$ cat src/rtl/chop_pkg.sv
package chop_pkg;
  typedef enum logic [1:0] {
    FAST_IDLE = 2'd0,
    FAST_LO   = 2'd1,
    FAST_MID  = 2'd2,
    FAST_HI   = 2'd3
  } fast_sel_e;

  localparam int SLOW_STEPS = 8;
  localparam int SLOW_CODES = 16;

  function automatic int half_cycles(input int clk_hz, input int out_hz);
    return clk_hz / (2 * out_hz);
  endfunction
endpackage

$ cat src/rtl/chop_fast_decode.sv
module chop_fast_decode import chop_pkg::*; #(
  parameter int CLK_HZ     = 32_768_000,
  parameter int FAST_LO_HZ = 256_000,
  parameter int FAST_HI_HZ = 16_384_000,
  parameter int HALF_W     = 7
) (
  input  logic [1:0]        sel_i,
  output logic [HALF_W-1:0] half_o
);
  localparam int HALF_LO  = half_cycles(CLK_HZ, FAST_LO_HZ);
  localparam int HALF_MID = half_cycles(CLK_HZ, 2 * FAST_LO_HZ);
  localparam int HALF_HI  = half_cycles(CLK_HZ, FAST_HI_HZ);

  always_comb begin
    unique case (fast_sel_e'(sel_i))
      FAST_LO:  half_o = HALF_W'(HALF_LO);
      FAST_MID: half_o = HALF_W'(HALF_MID);
      FAST_HI:  half_o = HALF_W'(HALF_HI);
      default:  half_o = '0;
    endcase
  end
endmodule

$ cat src/rtl/chop_slow_decode.sv
module chop_slow_decode import chop_pkg::*; #(
  parameter int CLK_HZ       = 32_768_000,
  parameter int SLOW_BASE_HZ = 1000,
  parameter int HALF_W       = 19
) (
  input  logic [3:0]        sel_i,
  output logic [HALF_W-1:0] half_o
);
  localparam int UNIT = CLK_HZ / SLOW_BASE_HZ;

  logic [HALF_W-1:0] ladder [SLOW_CODES];

  // rung N lasts N units per phase; codes past the ladder idle high
  for (genvar gi = 0; gi < SLOW_CODES; gi++) begin : g_rung
    if (gi >= 1 && gi <= SLOW_STEPS) begin : g_on
      assign ladder[gi] = HALF_W'(gi * UNIT);
    end else begin : g_off
      assign ladder[gi] = '0;
    end
  end

  assign half_o = ladder[sel_i];
endmodule

$ cat src/rtl/chop_div.sv
module chop_div #(
  parameter int HALF_W = 8
) (
  input  logic              clk_i,
  input  logic              rst_ni,
  input  logic [HALF_W-1:0] half_i,
  output logic              clk_o
);
  logic [HALF_W-1:0] cur_q, cnt_q;
  logic              out_q;
  logic              idle, phase_end, at_rise;

  assign idle      = (cur_q == '0);
  assign phase_end = (cnt_q == cur_q - HALF_W'(1));
  assign at_rise   = phase_end && !out_q;

  always_ff @(posedge clk_i or negedge rst_ni) begin
    if (!rst_ni) begin
      cur_q <= '0;
      cnt_q <= '0;
      out_q <= 1'b1;
    end else if (idle) begin
      cur_q <= half_i;
      cnt_q <= '0;
      out_q <= 1'b1;
    end else if (phase_end) begin
      cnt_q <= '0;
      out_q <= !out_q;
      // new rate only adopted on a rising edge
      if (at_rise) cur_q <= half_i;
    end else begin
      cnt_q <= cnt_q + HALF_W'(1);
    end
  end

  assign clk_o = out_q;


  idle_high_chk: assert property (@(posedge clk_i) disable iff (!rst_ni)
    idle |-> clk_o);


  sel_hold_chk: assert property (@(posedge clk_i) disable iff (!rst_ni)
    (!idle && !at_rise) |=> $stable(cur_q));


  cnt_bound_chk: assert property (@(posedge clk_i) disable iff (!rst_ni)
    !idle |-> (cnt_q < cur_q));


  rise_fresh_chk: assert property (@(posedge clk_i) disable iff (!rst_ni)
    $rose(clk_o) |-> (cnt_q == '0));
endmodule

$ cat src/rtl/chop_clk_gen.sv
module chop_clk_gen import chop_pkg::*; #(
  parameter int CLK_HZ       = 32_768_000,
  parameter int FAST_LO_HZ   = 256_000,
  parameter int FAST_HI_HZ   = 16_384_000,
  parameter int SLOW_BASE_HZ = 1000
) (
  input  logic       clk_i,
  input  logic       rst_ni,
  input  logic [1:0] fast_sel_i,
  input  logic [3:0] slow_sel_i,
  output logic       fast_clk_o,
  output logic       slow_clk_o
);
  localparam int FAST_MAX = half_cycles(CLK_HZ, FAST_LO_HZ);
  localparam int SLOW_MAX = SLOW_STEPS * (CLK_HZ / SLOW_BASE_HZ);
  localparam int FAST_W   = $clog2(FAST_MAX + 1);
  localparam int SLOW_W   = $clog2(SLOW_MAX + 1);

  logic [FAST_W-1:0] fast_half;
  logic [SLOW_W-1:0] slow_half;

  chop_fast_decode #(
    .CLK_HZ(CLK_HZ), .FAST_LO_HZ(FAST_LO_HZ),
    .FAST_HI_HZ(FAST_HI_HZ), .HALF_W(FAST_W)
  ) u_fast_dec (
    .sel_i (fast_sel_i),
    .half_o(fast_half)
  );

  chop_slow_decode #(
    .CLK_HZ(CLK_HZ), .SLOW_BASE_HZ(SLOW_BASE_HZ), .HALF_W(SLOW_W)
  ) u_slow_dec (
    .sel_i (slow_sel_i),
    .half_o(slow_half)
  );

  chop_div #(.HALF_W(FAST_W)) u_fast_div (
    .clk_i (clk_i),
    .rst_ni(rst_ni),
    .half_i(fast_half),
    .clk_o (fast_clk_o)
  );

  chop_div #(.HALF_W(SLOW_W)) u_slow_div (
    .clk_i (clk_i),
    .rst_ni(rst_ni),
    .half_i(slow_half),
    .clk_o (slow_clk_o)
  );


  fast_idle_chk: assert property (@(posedge clk_i) disable iff (!rst_ni)
    (fast_sel_i == 2'd0) |-> (fast_half == '0));


  slow_idle_chk: assert property (@(posedge clk_i) disable iff (!rst_ni)
    (slow_sel_i == 4'd0) |-> (slow_half == '0));


  slow_unused_chk: assert property (@(posedge clk_i) disable iff (!rst_ni)
    (slow_sel_i > 4'd8) |-> (slow_half == '0));


  slow_live_chk: assert property (@(posedge clk_i) disable iff (!rst_ni)
    (slow_sel_i != 4'd0 && slow_sel_i <= 4'd8) |-> (slow_half != '0));
endmodule

$ cat config.mk
export PLATFORM = sky130hd
export DESIGN_NAME = chop_clk_gen
export DESIGN_NICKNAME = d
export VERILOG_FILES = /design/src/rtl/chop_pkg.sv /design/src/rtl/chop_fast_decode.sv /design/src/rtl/chop_slow_decode.sv /design/src/rtl/chop_div.sv /design/src/rtl/chop_clk_gen.sv
export SDC_FILE = /design/constraint.sdc
export NUM_CORES = 1
export LEC_CHECK = 0
export ABC_CLOCK_PERIOD_IN_PS = 2550
export BUFFER_PORTS_ARGS = -buffer_cell sky130_fd_sc_hd__buf_4
export CAP_MARGIN = 15
export CORE_MARGIN = 8
export CORE_UTILIZATION = 50
export DETAILED_ROUTE_END_ITERATION = 10
export GPL_ROUTABILITY_DRIVEN = 0
export PLACE_DENSITY = 0.69
export RECOVER_POWER = 100
export SLEW_MARGIN = 5
export SYNTH_ARGS = -nofsm -noshare
export SYNTH_HDL_FRONTEND = slang
export SYNTH_SLANG_ARGS = --single-unit
export TNS_END_PERCENT = 50
$ cat constraint.sdc
create_clock -name clk_i -period 2.55 [get_ports clk_i]
set_input_delay 0.6375 -clock clk_i [delete_from_list [all_inputs] [get_ports clk_i]]
set_output_delay 0.6375 -clock clk_i [all_outputs]
set_load 0.01 [all_outputs]
======== Word-level counts from Yosys, hierarchy flattened ========
Memory sizes are Yosys's and may differ from the RTL's.
Cells that the tools add are included.
word-level totals
  register bits after elaboration ......... 54
  latch bits .............................. 0
  RAM bits ................................ 0
  memory bits (read-only) ................. 304
  input port bits ......................... 8
  output and inout port bits .............. 2
  logic and storage cells ................. 47
  memories ................................ 1
operators by class
  $add $sub $neg .......................... 4
  multipliers ............................. 0
  div/mod/pow operators ................... 0
  $lt $le $gt $ge ......................... 1
  eq/ne operators ......................... 5
  shift operators ......................... 0
  muxes and demuxes ....................... 17
  bitwise logic cells ..................... 1
  reductions and logical operators ........ 12
memories
  name              words  width  rd ports  clocked after Yosys merged registers in  wr ports  RTL line                RTL
  (name not given)  16     19     1         0                                        0         chop_slow_decode.sv:22  assign half_o = ladder[sel_i];
operator list
  operator                 count
  $mux W19                 7
  $mux W7                  5
  $pmux W7 S3              1
  $add A19 B1 Y19 const B  1
  $eq A19 B19 Y1           1
  $logic_not A19 Y1        1
  $sub A19 B1 Y19 const B  1
  $reduce_bool A2 Y1       4
  $add A7 B1 Y7 const B    1
  $eq A7 B7 Y1             1
  $logic_not A7 Y1         1
  $sub A7 B1 Y7 const B    1
  $ge A5 B5 Y1 const B     1
  $not A4 Y5               1
  $eq A2 B2 Y1 const B     2
  $mux W1                  4
  $reduce_and A2 Y1        2
  $eq A2 B1 Y1 const B     1
  $logic_and A1 B1 Y1      2
  $logic_not A1 Y1         2

======== Depth between registers and ports, before layout ========
Gate-level depths: netlist of run 1.
  word-level depth ........................ 7
  gate-level depth with buffers ........... 9
  gate-level depth less buffers ........... 7

======== Hierarchy ========
From an unflattened synthesis of run 1, not the netlist that was laid out.
unflattened totals
  cell total of the unflattened synthesis .. 344
  area total of the unflattened synthesis .. 3407.0 µm²
by module, submodules not included
  module                 times used  cells an instance  area an instance (µm²)  sequential area each (µm²)
  chop_div (u_slow_div)  1           244                2381.0                  977.2
  chop_div (u_fast_div)  1           72                 819.5                   376.6
  chop_slow_decode       1           20                 150.1                   0.0
  chop_fast_decode       1           8                  56.3                    0.0

======== Least setup slack after synthesis of run 1 ========
OpenSTA, ideal clock, no wires.
  path type ............................... register to register
  start ................................... reg u_slow_div.cnt_q[0]
  end ..................................... reg u_slow_div.cur_q[18]
  setup time .............................. 0.125 ns
  data arrival time ....................... 1.965 ns
  data required time ...................... 2.425 ns
  slack ................................... 0.461 ns
  stages on the path, launching flop included .. 7
  buffers on the path ..................... 0
  period minus slack after synthesis ...... 2.089 ns
  cell sequence ........................... dfrtp_1 ha_1 nand4_1 nor4_1 nor4b_2 a21bo_2 mux2_2
on the way
  longest elaborated chain between the ends .. 4
  elaborated cells between the ends (all ways) .. 5
  classes of those cells .................. eq/ne (1); reduce/logical (4)
RTL lines
  element                               RTL line        RTL
  start, declared                       chop_div.sv:9   logic [HALF_W-1:0] cur_q, cnt_q;
  start signal, assigned                chop_div.sv:32  cnt_q <= cnt_q + HALF_W'(1);
  $eq A19 B19 Y1 *                      chop_div.sv:14  assign phase_end = (cnt_q == cur_q - HALF_W'(1));
  $logic_and A1 B1 Y1                   chop_div.sv:15  assign at_rise = phase_end && !out_q;
  $reduce_bool A2 Y1 (no source line)   -
  $reduce_and A2 Y1 (no source line) *  -
  end signal, assigned                  chop_div.sv:23  cur_q <= half_i;
  end signal, assigned                  chop_div.sv:30  if (at_rise) cur_q <= half_i;
  end, declared                         chop_div.sv:9
Mark *: on every way between the ends. The rest lies on a longest branch, timed or not.
A chain may end at the register's enable or synchronous reset.

======== Worst setup path in the final report of run 1 ========
  start ................................... reg u_fast_div.cnt_q[2]
  end ..................................... reg u_fast_div.cur_q[5]
on the way
  longest elaborated chain between the ends .. 4
  elaborated cells between the ends (all ways) .. 5
  classes of those cells .................. eq/ne (1); reduce/logical (4)
RTL lines
  element                               RTL line
  start, declared                       chop_div.sv:9
  start signal, assigned                chop_div.sv:32
  $eq A7 B7 Y1 *                        chop_div.sv:14
  $logic_and A1 B1 Y1                   chop_div.sv:15
  $reduce_bool A2 Y1 (no source line)   -
  $reduce_and A2 Y1 (no source line) *  -
  end signal, assigned                  chop_div.sv:23
  end signal, assigned                  chop_div.sv:30
  end, declared                         chop_div.sv:9
Marks and branches as above.

==> results by group, run 1 <==
Finish
  • Share of cells above drive strength 1: 9.95%
  • Nets: 204
  • Most common cell after layout, fill and taps aside: dfrtp_1
  • Area growth syn-to-layout: 8.47%
  • Number of diodes: 0
  • Final core occ: 57.2%
  • Final Instance Area: 0.00194 mm2
  • Most frequent cells in the layout: dfrtp_1 (33), nor2_1 (31), xnor2_1 (16), xor2_1 (16), nand2_1 (13)
  • Layout fillers: 306

Critical path
  • Slowest-stage cell, CP: or4_1
  • Worst setup EP type: flop
  • Worst path required time: 2.82 ns
  • RR Startpoint: u_fast_div.cnt_q[2]
  • Reg-to-reg endpoint: u_fast_div.cur_q[5]
  • Setup slack, reg-to-reg: 0.23 ns
  • Critical Path Sink: u_fast_div.cur_q[5]
  • R2r worst-path depth: 5
  • Crit path from: u_fast_div.cnt_q[2]
  • CP Max Fanout: 6
  • Crit path kind: flop to flop
  • Data arrival, critical path: 2.59 ns
  • Top Family by Delay on Critical Path: simple AND/OR/NAND/NOR gates
  • CP cell instances: or4_1 -> or3_1 -> a211o_1 -> o21ai_0 -> mux2i_1
  • Critical path buffer and inverter count: 0
  • Crit path depth: 5
  • Startpoint Class: flop
  • Crit path largest cell delay: 0.51 ns

Synth
  • EDFF count, synth: 0
  • Synthesized area per cell: 10.2 um2
  • Post-Syn Instances: 175
  • Post-synth top flop: dfrtp_1
  • Yosys cell types: 30
  • Sequential fraction of the synthesis area: 49.1%
  • Synth async-reset ratio: 100%
  • Syn nets: 189
  • Yosys warnings: 0
  • Synthesized flop and latch total: 35
  • Syn Std Cell Area: 0.00179 mm2

Worst hold path
  • Worst hold path class: flop to flop

Timing
  • Ratio of final minimum period to clock period: 91.0%
  • Fin Setup TNS: 0 ns
  • Fin. Hold Viols: 0
  • Minimum clock period: 2.32 ns
  • Slew Viols, Final: 36
  • Final Skew: 0.00954 ns
  • Final setup vio count: 0
  • Slew of the pin with the lowest slew margin: 1.82 ns
  • Worst slew margin: -21.7%
  • WHS: 0.485 ns
  • Highest Clock Rate: 431 MHz
  • RSZ-0062 raised after global routing: false

Power and ir drop
  • Internal: 0.670 mW
  • Logic pwr share: 2.6%
  • Worst VDD drop: 0.243 mV
  • Total power: 0.858 mW
  • Flop pwr share: 64.7%
  • Clock power frac: 32.7%
  • Leak Pwr: 0.917 nW
  • Power per cell area: 442 mW/mm2
  • Net switching power: 0.188 mW
  • Switching portion of total power: 21.9%

Clock network
  • CTS Buf Count: 5
  • Clk slew on worst S/H paths: 0.09 ns
  • Post-CTS Setup Inserts: 0
  • Cts hold-fix bufs: 0
  • CTS Sinks: 35
  • H-tree depth: 2
  • Clock insertion delay at the later pin of the skew report: 0.34 ns
  • Clk buf depth: 2
  • CTS tree: done
  • Post-cts resize count: 0
  • CTS root buf: clkbuf_4

Detailed routing
  • Vias/cell: 5.18
  • Residual DRC: 0
  • Drt pass-1 iters: 4
  • Post-route ant nets: 0
  • DR WL/cell: 12.9 um
  • Routed wire length: 3050 um
  • DR iter-0 viols: 40
  • DR vias: 1228

Placed design
  • Port Buf Inserts: 9
  • DP HPWL: 2230 um
  • Placed instance area: 0.00191 mm2

Floorplanning
  • Die width: 75.8 um
  • Core Region: 0.00339 mm2
  • Ports: 10
  • Die ar.: 0.00575 mm2
  • Die Ht: 75.8 um
  • Cell row count: 21
  • Starting utilization of the core area: 52.8%

Global route
  • Largest net degree at the start of global routing: 36
  • Vias in the first global route: 1238
  • First-pass GRT wire length: 5350 um
  • Initial antenna violation count: 0
  • Remaining Overflow, GRT: 0
  • GRT Total Usage: 12.7%

Outcome
  • Outcome: complete, but fails checks
  • Failing checks: capacitance limit, slew limit

Flow run
  • Max cap viols: 1
-- power groups by stage --
stage	clock network [mW]	registers (mW)	logic, mW
2_1_floorplan	0	0.566	0.00328
3_3_place_gp	0	0.566	0.0233
3_5_place_dp	0	0.566	0.0245
4_1_cts	0.294	0.555	0.0245
5_1_grt	0.316	0.555	0.0264
6_report	0.281	0.555	0.0225
-- layout make-up --
class	instances	area (um2)	area share (%)
inverters	8	30.0	1.55
repair buffers	10	71.3	3.68
clock buffers	7	45.0	2.32
well taps	46	57.6	2.97
clock inverters	1	5.00	0.258
flip-flops and latches	35	878	45.3
multi-input cells	130	852	43.9
-- per-layer routing --
metal	global-route usage, %	vias to the layer above	part of all wire [%]
li1	-	616	-
met1	14.7	590	47
met5	0	-	0
met3	4.87	4	3.5
met4	6.40	0	1.4
met2	20.2	18	48
-- how the worst min path moves through the flow --
stage	depth (start not counted)	end	slack, ns	start
floorplan	0	u_fast_div.cnt_q[0]	0.34	rst_ni
global placement	1	u_slow_div.cnt_q[0]	0.47	u_slow_div.cnt_q[0]
detailed placement	1	u_slow_div.cnt_q[0]	0.48	u_slow_div.cnt_q[0]
CTS	1	u_slow_div.cnt_q[3]	0.24	rst_ni
global route	1	u_slow_div.cnt_q[0]	0.52	u_slow_div.cnt_q[0]
finish	1	u_slow_div.cnt_q[0]	0.48	u_slow_div.cnt_q[0]
-- sequential cells by signal (all words and copies together) (netlist names) --
register / cells
u_fast_div.cnt_q: 7
u_slow_div.cnt_q: 19
u_fast_div.clk_o: 1
u_slow_div.clk_o: 1
u_slow_div.cur_q: 4
u_fast_div.cur_q: 3
-- synthesized netlist by cell type (all sizes together) (2+ instances only) --
| cell type | instances | area share, % |
|---|---|---|
| dfrtp | 33 | 46 |
| xor2 | 16 | 7.8 |
| dfstp | 2 | 2.9 |
| nor2 | 31 | 6.5 |
| inv | 8 | 1.7 |
| nand4 | 6 | 2.1 |
| nand2 | 13 | 2.7 |
| nand2b | 4 | 1.4 |
| xnor2 | 16 | 7.8 |
| ha | 6 | 4.2 |
| nor4 | 2 | 0.70 |
| nand3 | 12 | 3.4 |
| mux2i | 4 | 2.2 |
| o21ai | 3 | 1.5 |
| nor3 | 2 | 0.56 |
| and3 | 4 | 1.5 |
| and4 | 2 | 0.98 |
| buf | 2 | 0.84 |
-- through the flow --
stage,worst slack [ns],instances
after floorplan,0.461,175
after global placement,0.311,229
after detailed placement,0.257,229
after CTS,0.258,237
after global routing,0.0271,237
final,0.230,237
-- logic make-up after synthesis --
| family | Yosys count | synth area share (%) |
|---|---|---|
| compound gates | 8 | 4.13 |
| xor+xnor | 32 | 15.7 |
| fa+ha+maj | 6 | 4.20 |
| buf+inv | 10 | 2.52 |
| flops | 35 | 49.1 |
| mux | 5 | 2.87 |
| simple gates | 79 | 21.5 |
No activity file was read; power rests on OpenSTA's default activity.
==> run 2: changes to the inputs <==
Settings changed: ABC_CLOCK_PERIOD_IN_PS 2550 to not set, BUFFER_PORTS_ARGS -buffer_cell sky130_fd_sc_hd__buf_4 to -buffer_cell sky130_fd_sc_hd__buf_2.
==> run 2 against run 1 <==
Net effect:
- the run still ends with capacitance limit, slew limit left
- worst setup slack better by 0.011 ns
- maximum frequency rose by 0.48%
- sequential share of layout area up 0.058 points
- clock skew is 0.0016 ns lower
==> results by group, run 2 (synthesis gave the netlist of run 1 again) <==
Outcome
  • Outcome: complete, but fails checks
  • Failing checks: capacitance limit, slew limit

Floorplanning
  • Ports: 10
  • Die width: 75.8 um
  • Starting utilization of the core area: 52.8%
  • Cell row count: 21
  • Core Region: 0.00339 mm2
  • Die ar.: 0.00575 mm2
  • Die Ht: 75.8 um

Finish
  • Final non-filler cell total: 238
  • Share of cells above drive strength 1: 10.9%
  • Final core occ: 57.1%
  • Max reg flops: 19
  • Number of diodes: 0
  • Most common cell after layout, fill and taps aside: dfrtp_1
  • Final Instance Area: 0.00194 mm2
  • Most frequent cells in the layout: dfrtp_1 (33), nor2_1 (31), xnor2_1 (16), xor2_1 (16), nand2_1 (13)
  • Biggest register: u_slow_div.cnt_q
  • Area growth syn-to-layout: 8.33%
  • Nets: 205
  • Largest regs: u_slow_div.cnt_q: 19 flops, u_fast_div.cnt_q: 7 flops, u_slow_div.cur_q: 4 flops

Critical path
  • RR Startpoint: u_fast_div.cnt_q[2]
  • Startpoint Class: flop
  • Slowest-stage cell, CP: or4_1
  • Reg-to-reg endpoint: u_fast_div.cur_q[0]
  • Data arrival, critical path: 2.58 ns
  • R2r worst-path depth: 5
  • Crit path largest cell delay: 0.53 ns
  • Worst setup EP type: flop
  • Setup slack, reg-to-reg: 0.24 ns
  • Crit path kind: flop to flop
  • CP Max Fanout: 6
  • CP cell instances: or4_1 -> or3_1 -> a211o_2 -> o21ai_0 -> mux2i_1
  • Worst path required time: 2.82 ns

Power and ir drop
  • Worst VDD drop: 0.238 mV
  • Leak Pwr: 0.918 nW
  • Switching portion of total power: 21.8%
  • Logic pwr share: 2.3%
  • Net switching power: 0.186 mW
  • Power per cell area: 440 mW/mm2
  • Flop pwr share: 65.0%
  • Internal: 0.667 mW
  • Clock power frac: 32.7%

Placed design
  • DP HPWL: 2130 um
  • Placed instance area: 0.00189 mm2
  • Post-Place Cells: 230
  • Port Buf Inserts: 9

Detailed routing
  • Drt pass-1 iters: 4
  • Routed wire length: 2890 um
  • DR iter-0 viols: 42
  • DR WL/cell: 12.1 um
  • Post-route ant nets: 0
  • Vias/cell: 5.11
  • Residual DRC: 0
  • DR vias: 1216

Timing
  • Fin. Hold Viols: 0
  • Highest Clock Rate: 433 MHz
  • Final setup vio count: 0
  • Slew Viols, Final: 36
  • Worst slew margin: -18.3%
  • Ratio of final minimum period to clock period: 90.5%
  • Slew of the pin with the lowest slew margin: 1.77 ns
  • Minimum clock period: 2.31 ns
  • Fin Setup TNS: 0 ns
  • RSZ-0062 raised after global routing: false
  • Final Skew: 0.00792 ns

Global route
  • Initial antenna violation count: 0
  • First-pass GRT wire length: 5390 um
  • Vias in the first global route: 1233
  • GRT Total Usage: 12.4%
  • Remaining Overflow, GRT: 0
  • Largest net degree at the start of global routing: 36

Clock network
  • H-tree depth: 2
  • Clk buf depth: 2
  • CTS Sinks: 35
  • Cts hold-fix bufs: 0
  • CTS Buf Count: 5
  • Clock insertion delay at the later pin of the skew report: 0.33 ns
  • CTS root buf: clkbuf_4
  • CTS tree: done
  • Clk slew on worst S/H paths: 0.10 ns

Worst hold path
  • Worst Hold Path Cells: 1
  • Worst hold path class: flop to flop
  • WHS Endpoint: u_slow_div.cnt_q[0]
  • Min-delay src: u_slow_div.cnt_q[0]

Flow run
  • Max cap viols: 1
run 2: cell types whose count changed in the layout (fill, tap and decap cells not counted):
cell | previous run | this run
a211o_1 | 1 | 0
a211o_2 | 0 | 1
nor4b_2 | 1 | 0
nor4b_4 | 0 | 1
buf_2 | 0 | 8
buf_4 | 9 | 2
run 2: metal layers:
| layer | vias up | GRT usage, % | part of all wire (%) |
|---|---|---|---|
| met4 | 0 | 5.76 | 1.9 |
| li1 | 613 | - | - |
| met5 | - | 0 | 0 |
| met3 | 7 | 4.87 | 5.4 |
| met2 | 21 | 18.3 | 44 |
| met1 | 575 | 15.5 | 49 |
run 2: worst max path at each step:
| stage | cells after the start | slack [ns] | start | to |
|---|---|---|---|---|
| after CTS | 6 | 0.21 | u_slow_div.cnt_q[0] | u_slow_div.cur_q[18] |
| after global placement | 6 | 0.32 | u_slow_div.cnt_q[0] | u_slow_div.cur_q[18] |
| after floorplan | 6 | 0.46 | u_slow_div.cnt_q[0] | u_slow_div.cur_q[18] |
| final | 5 | 0.24 | u_fast_div.cnt_q[2] | u_fast_div.cur_q[0] |
| after global routing | 6 | 0.05 | u_slow_div.cnt_q[0] | u_slow_div.cur_q[18] |
| after detailed placement | 6 | 0.23 | u_slow_div.cnt_q[0] | u_slow_div.cur_q[18] |
run 2: worst max-delay path, delay by kind of cell (launching register included):
kind / cells / cell delay, ns
AO/OA/AOI/OAI: 2 / 0.73
multiplexers: 1 / 0.22
AND/OR/NAND/NOR: 2 / 0.85
flip-flops: 1 / 0.46
run 2: cell type report:
type	instances	area, um2
multi-input combinational	130	862
clock buffer	7	45.0
timing repair buffer	11	58.8
tap	46	57.6
fill	302	1450
clock inverter	1	5.00
sequential	35	878
inverter	8	30.0
run 2: power groups by stage:
stage	logic [mW]	registers (mW)	clock network, mW
finish	0.0192	0.555	0.279
detailed placement	0.0209	0.566	0
global route	0.0232	0.555	0.316
global placement	0.0204	0.566	0
floorplan	0.00328	0.566	0
CTS	0.0208	0.555	0.293
run 2: what timing repair did:
| item | 4_1_cts | 5_1_grt |
|---|---|---|
| endpoints found under the setup margin | 0 | 1 |
| hold endpoints to repair | 0 | 0 |
| buffers inserted | 0 | 0 |
| gates resized for setup | 0 | 1 |
run 2: through the flow:
step	hold slack (ns)	total power [mW]	setup WS (ns)
2_1_floorplan	0.342	0.569	0.461
3_3_place_gp	0.465	0.586	0.320
3_5_place_dp	0.484	0.587	0.226
4_1_cts	0.372	0.869	0.214
5_1_grt	0.523	0.894	0.0540
6_report	0.495	0.853	0.241
==> run 3: changes to the inputs <==
Settings changed: CELL_PAD_IN_SITES_DETAIL_PLACEMENT set to 0, CELL_PAD_IN_SITES_GLOBAL_PLACEMENT set to 2, CORE_UTILIZATION 50 to 42, PLACE_DENSITY 0.69 to 0.83, SYNTH_HIERARCHICAL set to 1.
==> run 3 against run 2 <==
Net effect:
- the flow finishes with violations (setup timing)
- die area grew 96%
- combinational power rose to 34 times the previous value
- sequential power rose by 100%
- wire length is 150% higher
- sequential share of layout area is 12 points lower
- register-to-register slack got worse by 0.61 ns
- largest power group unchanged
- first-iteration DRC count up 57%
- highest routed layer unchanged
- maximum frequency decreased by 21%
==> results by group, run 3 <==
Synth
  • Synthesized flop and latch total: 54
  • Largest family of logic cells by synthesized area: simple AND/OR/NAND/NOR gates
  • Synth top area cells: dfrtp_1 (38%), xnor2_1 (8.0%), xor2_1 (5.7%)
  • Synthesized area per cell: 9.90 um2
  • Synth async-reset ratio: 100%
  • Yosys warnings: 6
  • Most frequent cell after synthesis: dfrtp_1
  • Simple-gate share of the synthesized area: 20.9%
  • Post-synth top cells: dfrtp_1 (52), nor2_1 (40), xnor2_1 (31)
  • Sequential fraction of the synthesis area: 39.7%
  • Post-synth top flop: dfrtp_1
  • Syn Std Cell Area: 0.00341 mm2
  • Area share of fa/ha/maj cells after synthesis: 1.84%
  • Portion of netlist area occupied by mux cells: 6.90%
  • EDFF count, synth: 0
  • Yosys cell types: 60
  • Cell accounting for the most synthesized area: dfrtp_1
  • Post-Syn Instances: 344
  • Post-synth top area share: 38.2%
  • Post-Synth XOR/XNOR Area: 14.3%
  • Compound-Gate Fraction of Synth Area: 8.63%

Finish
  • Most common cell after layout, fill and taps aside: dfrtp_1
  • Share of cells above drive strength 1: 27.2%
  • Most frequent cells in the layout: dfrtp_1 (52), buf_4 (41), nor2_1 (39), xnor2_1 (31), xor2_1 (22)
  • Area growth syn-to-layout: 18.3%
  • Number of diodes: 0
  • Layout fillers: 768
  • Final core occ: 50.1%
  • Final non-filler cell total: 502
  • Largest regs: u_slow_div/cnt_q: 19 flops, u_slow_div/cur_q: 19 flops
  • Nets: 409

Power and ir drop
  • Power per cell area: 589 mW/mm2
  • Leak Pwr: 1.73 nW
  • Worst VDD drop: 0.291 mV

Clock network
  • H-tree depth: 2
  • Clk slew on worst S/H paths: 0.10 ns
  • CTS tree: done
  • Cts hold-fix bufs: 0
  • Clock insertion delay at the later pin of the skew report: 0.31 ns
  • CTS root buf: clkbuf_8
  • Clk buf depth: 2
  • CTS Sinks: 54
  • CTS Buf Count: 5

Critical path
  • Slowest-stage cell, CP: or4_1
  • Most used cell along the critical path: buf_6
  • Crit path kind: flop to flop
  • CP cell instances: or4_1 -> buf_6 -> nor4_4 -> xnor2_1 -> a2111oi_2 -> buf_4 -> nand4_4 -> o31a_1 -> buf_6 -> mux2_4
  • Worst path required time: 2.75 ns
  • Data arrival, critical path: 3.11 ns
  • CP Max Fanout: 8
  • Crit path largest cell delay: 0.53 ns
  • Critical path buffer and inverter count: 3
  • Top Family by Delay on Critical Path: simple AND/OR/NAND/NOR gates
  • Worst setup EP type: flop
  • Startpoint Class: flop

Timing
  • Worst slew margin: 7.19%
  • Highest Clock Rate: 343 MHz
  • RSZ-0062 raised after global routing: true
  • Slew Viols, Final: 0
  • Minimum clock period: 2.92 ns
  • Final Skew: 0.00848 ns
  • Final setup vio count: 39
  • PnR worst setup slack: -0.368 ns
  • Fin. Hold Viols: 0
  • Ratio of final minimum period to clock period: 114%
  • Slew of the pin with the lowest slew margin: 1.39 ns

Detailed routing
  • Residual DRC: 0
  • Vias/cell: 4.93
  • DR iter-0 viols: 66
  • Post-route ant nets: 0
  • DR vias: 2474
  • Drt pass-1 iters: 4
  • DR WL/cell: 14.3 um
  • Routed wire length: 7180 um

Placed design
  • Port Buf Inserts: 9
  • DP HPWL: 5520 um
  • Post-Place Cells: 493

Floorplanning
  • Ports: 10
  • Die width: 106 um
  • Die Ht: 106 um
  • Die ar.: 0.0112 mm2
  • Starting utilization of the core area: 42.3%
  • Core Region: 0.00805 mm2
  • Cell row count: 33

Flow run
  • Max cap viols: 0

Outcome
  • Outcome: complete, but fails checks
  • Failing checks: setup timing

Worst hold path
  • Worst hold path class: flop to flop

Global route
  • Remaining Overflow, GRT: 0
  • GRT Total Usage: 13.8%
  • Largest net degree at the start of global routing: 32
  • Vias in the first global route: 2549
  • Initial antenna violation count: 0
  • First-pass GRT wire length: 12700 um
-- run 3: cell types whose count changed after synthesis, moves of 7 or more --
cell and change:
inv_1 +10, xnor2_1 +15, dfrtp_1 +19, nor2_1 +9
nor2b_1 +7, mux2_2 +15, o21ai_0 +8, buf_4 +17
-- run 3: stage by stage --
step           setup TNS (ns)  area (um2)  hold WS [ns]  power [mW]  setup WS (ns)
2_1_floorplan          -11.64        3530         0.342        1.65         -0.550
3_3_place_gp           -15.87        3870         0.496        1.79         -0.469
3_5_place_dp           -16.52        3870         0.501        1.82         -0.492
4_1_cts                -12.39        4040         0.353        2.43         -0.363
5_1_grt                -17.33        4030         0.561        2.54         -0.480
6_report               -12.59        4030         0.508        2.37         -0.368
-- run 3: worst paths after layout --
path,startpoint,to,slack [ns],cells past startpoint
setup / recovery,u_slow_div/cur_q[8],u_slow_div/cur_q[10],-0.37,10
min in group asynchronous,rst_ni,u_fast_div/cur_q[6],0.63,1
setup reg to reg,u_slow_div/cur_q[8],u_slow_div/cur_q[10],-0.37,10
hold / removal,u_fast_div/cnt_q[0],u_fast_div/cnt_q[0],0.51,1
hold reg to reg,u_fast_div/cnt_q[0],u_fast_div/cnt_q[0],0.51,1
max in group asynchronous,rst_ni,u_slow_div/cur_q[12],0.44,2
-- run 3: final cells by class --
type	count	area, um2	share of cell area [%]
Multi-Input combinational cell	262	1950	48.4
Sequential cell	54	1350	33.6
Timing Repair Buffer	55	410	10.2
Tap cell	105	131	3.26
Clock buffer	7	86.3	2.14
Inverter	18	67.6	1.68
Clock inverter	1	30.0	0.745
-- run 3: what timing repair did --
| action | in CTS | in global routing |
|---|---|---|
| pin swaps | 1 | 1 |
| endpoints found under the setup margin | 39 | 39 |
| buffers inserted | 0 | 1 |
| resized for setup | 13 | 2 |
| gates cloned | 0 | 0 |
-- run 3: logic make-up after synthesis --
kind of cell,Yosys count
AOI/OAI and AO/OA,38
xor gates and xnor gates,54
adders and majority gates,5
buffers and inverters,45
DFF,54
muxes,20
other,2
and+or+nand+nor,126
-- run 3: report_power, final --
part | total [mW] | leakage [nW] | internal, mW | switching (mW)
logic | 0.652 | 1.01 | 0.340 | 0.312
registers | 1.13 | 0.663 | 0.982 | 0.143
clock network | 0.597 | 0.0585 | 0.321 | 0.276
total | 2.37 | 1.73 | 1.64 | 0.732
-- run 3: layer usage --
layer  track usage (%)  vias up  routed length, um
li1                  -     1255                  -
met1              17.8     1201               3520
met2              23.2       13               3470
met3              2.60        5                110
met4              3.62        0                 72
met5                 0        -                  0
-- run 3: worst reg2reg max path: cells and delay by family (launching register included) --
kind / cells / cell delay [ns]
flops: 1 / 0.39
mux: 1 / 0.29
simple gates: 3 / 0.88
xor+xnor: 1 / 0.10
buf+inv: 3 / 0.50
compound gates: 2 / 0.65
